--- src/rtl/hv_irq_pkg.sv ---
package hv_irq_pkg;
    localparam int BIT_VSS = 2;
    localparam int BIT_VST = 6;
    localparam int BIT_VSE = 10;
    localparam int BIT_SGE = 12;

    typedef enum logic [1:0] {
        RS_VPEND = 2'd0,
        RS_HPEND = 2'd1,
        RS_HEN   = 2'd2,
        RS_NONE  = 2'd3
    } regsel_e;

    typedef struct packed {
        logic vse;
        logic vst;
        logic vss;
    } vip_t;

    typedef struct packed {
        logic sge;
        logic vse;
        logic vst;
        logic vss;
    } hen_t;

    typedef struct packed {
        vip_t vip;
        hen_t hen;
    } store_t;
endpackage

--- src/rtl/hv_irq_store.sv ---
module hv_irq_store
    import hv_irq_pkg::*;
(
    input  logic   clk,
    input  logic   rst_n,
    input  logic   we,
    input  logic [1:0] sel,
    input  logic [15:0] wbits,
    output store_t st
);
    store_t st_d, st_q;

    always_comb begin
        st_d = st_q;
        if (we) begin
            case (regsel_e'(sel))
                RS_VPEND: st_d.vip = {wbits[BIT_VSE], wbits[BIT_VST], wbits[BIT_VSS]};
                RS_HPEND: st_d.vip.vss = wbits[BIT_VSS];
                RS_HEN:   st_d.hen = {wbits[BIT_SGE], wbits[BIT_VSE], wbits[BIT_VST], wbits[BIT_VSS]};
                default:  ;
            endcase
        end
    end

    always_ff @(posedge clk) begin
        if (!rst_n) st_q <= '0;
        else        st_q <= st_d;
    end

    assign st = st_q;
endmodule

--- src/rtl/hv_irq_compose.sv ---
module hv_irq_compose
    import hv_irq_pkg::*;
#(
    parameter int XLEN   = 64,
    parameter int GEILEN = 6,
    parameter int SEL_W  = 6
) (
    input  store_t            st,
    input  logic [GEILEN-1:0] gext_pend,
    input  logic [GEILEN-1:0] gext_en,
    input  logic [SEL_W-1:0]  guest_sel,
    input  logic              plat_vsext,
    input  logic              vs_timer,
    output logic [XLEN-1:0]   vip_view,
    output logic [XLEN-1:0]   hip_view,
    output logic [XLEN-1:0]   hie_view
);
    logic sel_hit;
    logic sgei;

    always_comb begin
        sel_hit = 1'b0;
        for (int k = 1; k <= GEILEN; k++) begin
            if (guest_sel == SEL_W'(k)) sel_hit = sel_hit | gext_pend[k-1];
        end
        sgei = |(gext_pend & gext_en);
    end

    always_comb begin
        vip_view = '0;
        vip_view[BIT_VSS] = st.vip.vss;
        vip_view[BIT_VST] = st.vip.vst;
        vip_view[BIT_VSE] = st.vip.vse;

        hip_view = '0;
        hip_view[BIT_VSS] = st.vip.vss;
        hip_view[BIT_VST] = st.vip.vst | vs_timer;
        hip_view[BIT_VSE] = st.vip.vse | sel_hit | plat_vsext;
        hip_view[BIT_SGE] = sgei;

        hie_view = '0;
        hie_view[BIT_VSS] = st.hen.vss;
        hie_view[BIT_VST] = st.hen.vst;
        hie_view[BIT_VSE] = st.hen.vse;
        hie_view[BIT_SGE] = st.hen.sge;
    end
endmodule

--- src/rtl/hv_irq_readmux.sv ---
module hv_irq_readmux
    import hv_irq_pkg::*;
#(
    parameter int XLEN = 64
) (
    input  logic [1:0]      sel,
    input  logic [XLEN-1:0] vip_view,
    input  logic [XLEN-1:0] hip_view,
    input  logic [XLEN-1:0] hie_view,
    output logic [XLEN-1:0] rdata
);
    always_comb begin
        case (regsel_e'(sel))
            RS_VPEND: rdata = vip_view;
            RS_HPEND: rdata = hip_view;
            RS_HEN:   rdata = hie_view;
            default:  rdata = '0;
        endcase
    end
endmodule

--- src/rtl/hv_irq_regs.sv ---
module hv_irq_regs
    import hv_irq_pkg::*;
#(
    parameter int XLEN   = 64,
    parameter int GEILEN = 6,
    parameter int SEL_W  = 6
) (
    input  logic              clk,
    input  logic              rst_n,
    input  logic [1:0]        acc_sel,
    input  logic              acc_we,
    input  logic [XLEN-1:0]   acc_wdata,
    output logic [XLEN-1:0]   acc_rdata,
    input  logic [GEILEN-1:0] gext_pend,
    input  logic [GEILEN-1:0] gext_en,
    input  logic [SEL_W-1:0]  guest_sel,
    input  logic              plat_vsext,
    input  logic              vs_timer,
    output logic [XLEN-1:0]   pend_out,
    output logic [XLEN-1:0]   en_out
);
    store_t          st;
    logic [XLEN-1:0] vip_view, hip_view, hie_view;
    logic            unused_wbits;

    assign unused_wbits = ^acc_wdata;

    hv_irq_store u_store (
        .clk   (clk),
        .rst_n (rst_n),
        .we    (acc_we),
        .sel   (acc_sel),
        .wbits (acc_wdata[15:0]),
        .st    (st)
    );

    hv_irq_compose #(.XLEN(XLEN), .GEILEN(GEILEN), .SEL_W(SEL_W)) u_compose (
        .st         (st),
        .gext_pend  (gext_pend),
        .gext_en    (gext_en),
        .guest_sel  (guest_sel),
        .plat_vsext (plat_vsext),
        .vs_timer   (vs_timer),
        .vip_view   (vip_view),
        .hip_view   (hip_view),
        .hie_view   (hie_view)
    );

    hv_irq_readmux #(.XLEN(XLEN)) u_rmux (
        .sel      (acc_sel),
        .vip_view (vip_view),
        .hip_view (hip_view),
        .hie_view (hie_view),
        .rdata    (acc_rdata)
    );

    assign pend_out = hip_view;
    assign en_out   = hie_view;
endmodule

--- config.mk ---
export PLATFORM = sky130hd
export DESIGN_NAME = hv_irq_regs
export DESIGN_NICKNAME = d
export VERILOG_FILES = /design/src/rtl/hv_irq_pkg.sv /design/src/rtl/hv_irq_store.sv /design/src/rtl/hv_irq_compose.sv /design/src/rtl/hv_irq_readmux.sv /design/src/rtl/hv_irq_regs.sv
export SDC_FILE = /design/constraint.sdc
export NUM_CORES = 1
export LEC_CHECK = 0
export ABC_AREA = 1
export BUFFER_PORTS_ARGS = -buffer_cell sky130_fd_sc_hd__buf_2
export CAP_MARGIN = 20
export CORE_AREA = 2 2 110 112
export DETAILED_ROUTE_END_ITERATION = 10
export DIE_AREA = 0 0 112 114
export SYNTH_ARGS = -nofsm -noshare
export SYNTH_HDL_FRONTEND = slang
export SYNTH_SLANG_ARGS = --single-unit
--- constraint.sdc ---
create_clock -name clk -period 1.17 [get_ports clk]
set_clock_uncertainty 0.2 [all_clocks]
set_input_delay 0.117 -clock clk [delete_from_list [all_inputs] [get_ports clk]]
set_output_delay 0.117 -clock clk [all_outputs]
set_load 0.1 [all_outputs]
; Word-level counts from Yosys, hierarchy flattened
; Cells that the tools add are included.
[totals]
reg_bits = 7
output_inout_bits = 192
[classes]
n_reduce_logical = 6
bitwise = 9
n_eq_ne = 8
n_mux = 7
[ops]
columns = op, n
row1 = case mux 13 bit (3 select lines), 1
row2 = == test 6 x 3 -> 1 bit (second input constant), 3
row3 = == test 6 x 2 -> 1 bit (second input constant), 2
row4 = bitwise OR 1 bit, 8
row5 = AND 6 bit, 1
row6 = == test 6 x 1 -> 1 bit (second input constant), 1
row7 = 2-to-1 mux 1 bit, 6
row8 = AND reduction 2 bit, 3
row9 = OR reduction 6 bit, 1
row10 = == test 2 x 1 -> 1 bit (second input constant), 1
row11 = == test 2 bit (second input constant), 1
row12 = logical NOT 2 bit, 1
row13 = OR reduction 2 bit, 1

; Depth between registers and ports, before layout
[depth]
word_depth = 15
depth_mapped = 8

; By module
; A second synthesis with hierarchy kept.
[hier_totals]
cells_unflattened = 556
area_unflattened_um2 = 3378.2
[modules_own_cells]
columns = module, area_per_inst_um2, instances, cells_per_inst
row1 = hv_irq_compose, 1554.0, 1, 220
row2 = hv_irq_readmux, 1520.2, 1, 291
row3 = hv_irq_store, 304.0, 1, 45

; Worst setup path after synthesis
; OpenSTA, ideal clock, no wires.
[synth_timing]
path_kind = flip-flop to output port
from = reg u_store.st_q (netlist bit u_store.st[1])
to = out acc_rdata[6]
path_stages_with_launch = 3
required_time_ps = 853
t_arrival_ps = 1916
setup_slack_ps = -1063
n_path_buf = 0
cell_sequence = dfxtp_1 inv_1 o221ai_1
[synth_between]
elab_chain_cells = 1
[synth_lines]
columns = item, line
row1 = start: declaration, hv_irq_store.sv:11  ; store_t st_d, st_q;
row2 = start signal: assignment, hv_irq_store.sv:27  ; else st_q <= st_d;
row3 = case mux 13 bit (3 select lines), hv_irq_readmux.sv:13  ; case (regsel_e'(sel))
row4 = end: declaration, hv_irq_regs.sv:13  ; output logic [XLEN-1:0] acc_rdata,
; No other way between the ends.

; Final worst setup path
[layout_timing]
from = reg u_store.st_q (netlist bit u_store.st[6])
to = out acc_rdata[10]
[layout_between]
elab_chain_cells = 3
[layout_lines]
columns = item, line
row1 = bitwise OR 1 bit (2 in a row), hv_irq_compose.sv:38  ; hip_view[BIT_VSE] = st.vip.vse | sel_hit | plat_vsext;
row2 = case mux 13 bit (3 select lines) *, hv_irq_readmux.sv:13
; Mark *: on every way between the ends. The rest lies on a longest branch, timed or not.

==> run summary <==
The clock transition time at the flip-flop clock pins of the worst setup and hold paths is 0.03 ns. The capturing instance or port of the critical path is acc_rdata[10]. Global routing finished with a remaining overflow of 0. The worst path required time came out at 0.85 ns. In the final timing run, aggregate negative setup slack is -1.02 ns. The endpoint identified for the worst register-to-register timing path is u_store.st[6]. The HPWL reported at the end of detailed placement came out at 2730 um.

The number of top-level design ports is 281. The port buffer count came out at 40. The number of buffers on the longest clock path came out at 2. CTS built an H-tree with a depth of 1. The number of nets with antenna violations after routing came out at 0. The routed wirelength normalized by instance count came out at 6.63 um. The average size of a mapped cell came out at 7.10 sq um. The kind of critical path is flip-flop to output pin. The initial antenna violation count was 0. Synthesis produced a netlist whose cell count is 264. The number of hold-slack violations in the final timing report was 0. The area of the mapped netlist came out at 0.00187 sq mm.

The antenna diode instance count is 0. The latest clock arrival within the worst-skew pair came out at 0.23 ns. The total track usage came out at 3.71%. The core box area came out at 0.0117 sq mm. CTS placed an instance of clkbuf_16 at the clock tree root. The number of flip-flops under the largest register name is 7. The first global-routing pass estimated 3670 um of wire. The number of buffers created by CTS is 3.

The part of the cycle the worst path needs came out at 119%. The nature of the critical path endpoint is an output pin. The library cell contributing the largest single delay on the critical path is dfxtp_4. The number of core rows is 40. The final reports fail on setup timing.

Leaving out fill and tap cells, the most frequent cells in the layout are conb_1 (180), buf_2 (27), nand2_1 (15), buf_12 (12), buf_4 (11). The layout-stage area growth over the synthesis result is 11.7%. During synthesis, Yosys emitted a total of 0 warnings. The worst register-to-register path begins at u_store.st[6]. Setup repair after global routing could not meet its margin everywhere. The final weighted congestion in routability-driven placement came out at 0.763. The launch point of the worst path is u_store.st[6]. The post-layout utilization of the core is 17.9%. The minimum setup slack in the final design came out at -0.225 ns. The run finished, with violations left. The final layout contains 409 nets. The area taken by multi-input logic gates came out at 0.00107 sq mm.

For this configuration, the core starts out at a cell density of 16.0%. Of all nets on the critical path, the largest fanout is 2. The largest net degree at the start of global routing is 7. The time the final worst path needs with I/O delays and setup came out at 1.40 ns. The power density over the cells is 1860 mW/mm^2. The final layout contains routed wiring with a total length of 3090 um. The worst hold path was traced through 3 stages. The number of setup violations in the final report came out at 7. The number of global-route vias before repair came to 768. In this run the worst hold path is classified as input pin to flip-flop. The via density per instance is 2.56. The maximum cell stage delay along the critical path is 0.35 ns. The upper clock frequency limit is 717 MHz. TritonCTS built the clock tree. The worst ir drop on vdd came out at 0.000587 V.

The leakage power is 1.17 nW. The kind of start point of the critical path is a flip-flop. The die boundary height came out at 114 um.

The worst hold slack came out at 0.00544 ns. The post-detailed-route DRC marker count came out at 0. The number of flip-flops and latches in the synthesized netlist is 7.

For this run, the register share of the synthesized area comes to 7.48%. The die footprint came out at 0.0128 sq mm. The final route contains 1195 vias. The violation count after the first detailed-route iteration is 14.

The arrival time at the worst endpoint is 1.08 ns. The fraction of layout instances using a drive strength above 1 is 26.3%. The number of max-slew violations in the final report is 0. The clock sink count is 7.

The number of cells on the worst reg-to-reg path is 4. Leaving out fill and tap cells, the most frequent cell in the layout is conb_1. Across all register-to-register paths, the minimum setup slack is 0.10 ns. Summing all flip-flop and latch instances after layout gives 151 sq um. The number of maximum-capacitance constraint violations is 0. The number of fill cells came out at 1315. The count of distinct cell types in the synthesized netlist is 17. From left edge to right edge, the die measures 112 um. The first-pass iteration count of the detailed router came out at 4. Walking the worst path, the cells encountered are nor2_4 > nand2_8 > nand2_4 > nand3_4 > buf_12.
## cell families after synthesis
family,count (synthesis),share of synthesized area [%]
buf+inv,199,77.1
compound gates,18,5.41
other cells,1,0.200
flops,7,7.48
simple gates,39,9.81
## critical path, delay by kind of cell (launching register included)
| family | cells | cell delay, ns |
|---|---|---|
| buffers and inverters | 1 | 0.17 |
| flip-flops | 1 | 0.35 |
| AND/OR/NAND/NOR | 4 | 0.32 |
## synth_stat cells, drive strengths merged
master	instances	area, sq um
a21oi	8	40.0
a22o	2	17.5
buf	186	1400
conb	1	3.75
dfxtp	7	140
inv	13	48.8
nand2	20	82.6
nand3	7	45.0
nor2	11	51.3
nor3	1	5.00
o21ai	7	35.0
o221ai	1	8.76
## area by class of cell
| cell class | instances | share of cell area (%) |
|---|---|---|
| clock buffers | 4 | 3.77 |
| inverters | 13 | 3.11 |
| multi-input cells | 237 | 51.2 |
| flip-flops and latches | 7 | 7.23 |
| well taps | 147 | 8.79 |
| repair buffers | 58 | 25.9 |
## power breakdown
group          internal, mW  switching (mW)
Clock                 0.453           0.127
Combinational         0.219            2.83
Sequential            0.250         0.00857
Total                 0.922            2.97
## layer usage
metal | vias up | share of wire, % | GRT usage (%)
met5 | - | 0 | 0
met4 | 0 | 2.0 | 2.03
met3 | 6 | 15 | 0.903
met2 | 127 | 50 | 6.26
met1 | 502 | 32 | 4.34
li1 | 560 | - | -
## through the flow
stage,setup slack [ns],cells,cell area (sq um),total power [mW]
6_report,-0.225,466,2090,3.89
5_1_grt,-0.258,466,2090,3.98
4_1_cts,-0.264,463,2030,3.86
3_5_place_dp,-0.236,453,1870,3.25
3_3_place_gp,-0.215,453,1870,3.25
2_1_floorplan,-0.154,443,2650,3.53
## timing repair
item | in CTS | in global routing
hold buffers | 5 | 0
endpoints found under the setup margin | 8 | 9
resized for setup | 9 | 8
setup buffers | 1 | 3
hold endpoints to repair | 7 | 0
pin swaps | 6 | 6
## how the worst min path moves through the flow
stage	slack [ns]	from	to
2_1_floorplan	0.05	rst_n	u_store.st[5]
3_3_place_gp	0.18	acc_wdata[6]	u_store.st[5]
3_5_place_dp	0.18	acc_wdata[6]	u_store.st[5]
4_1_cts	0.007	acc_we	u_store.st[4]
5_1_grt	0.02	acc_we	u_store.st[2]
6_report	0.005	acc_we	u_store.st[3]
Power figures use the tool's default switching activity.
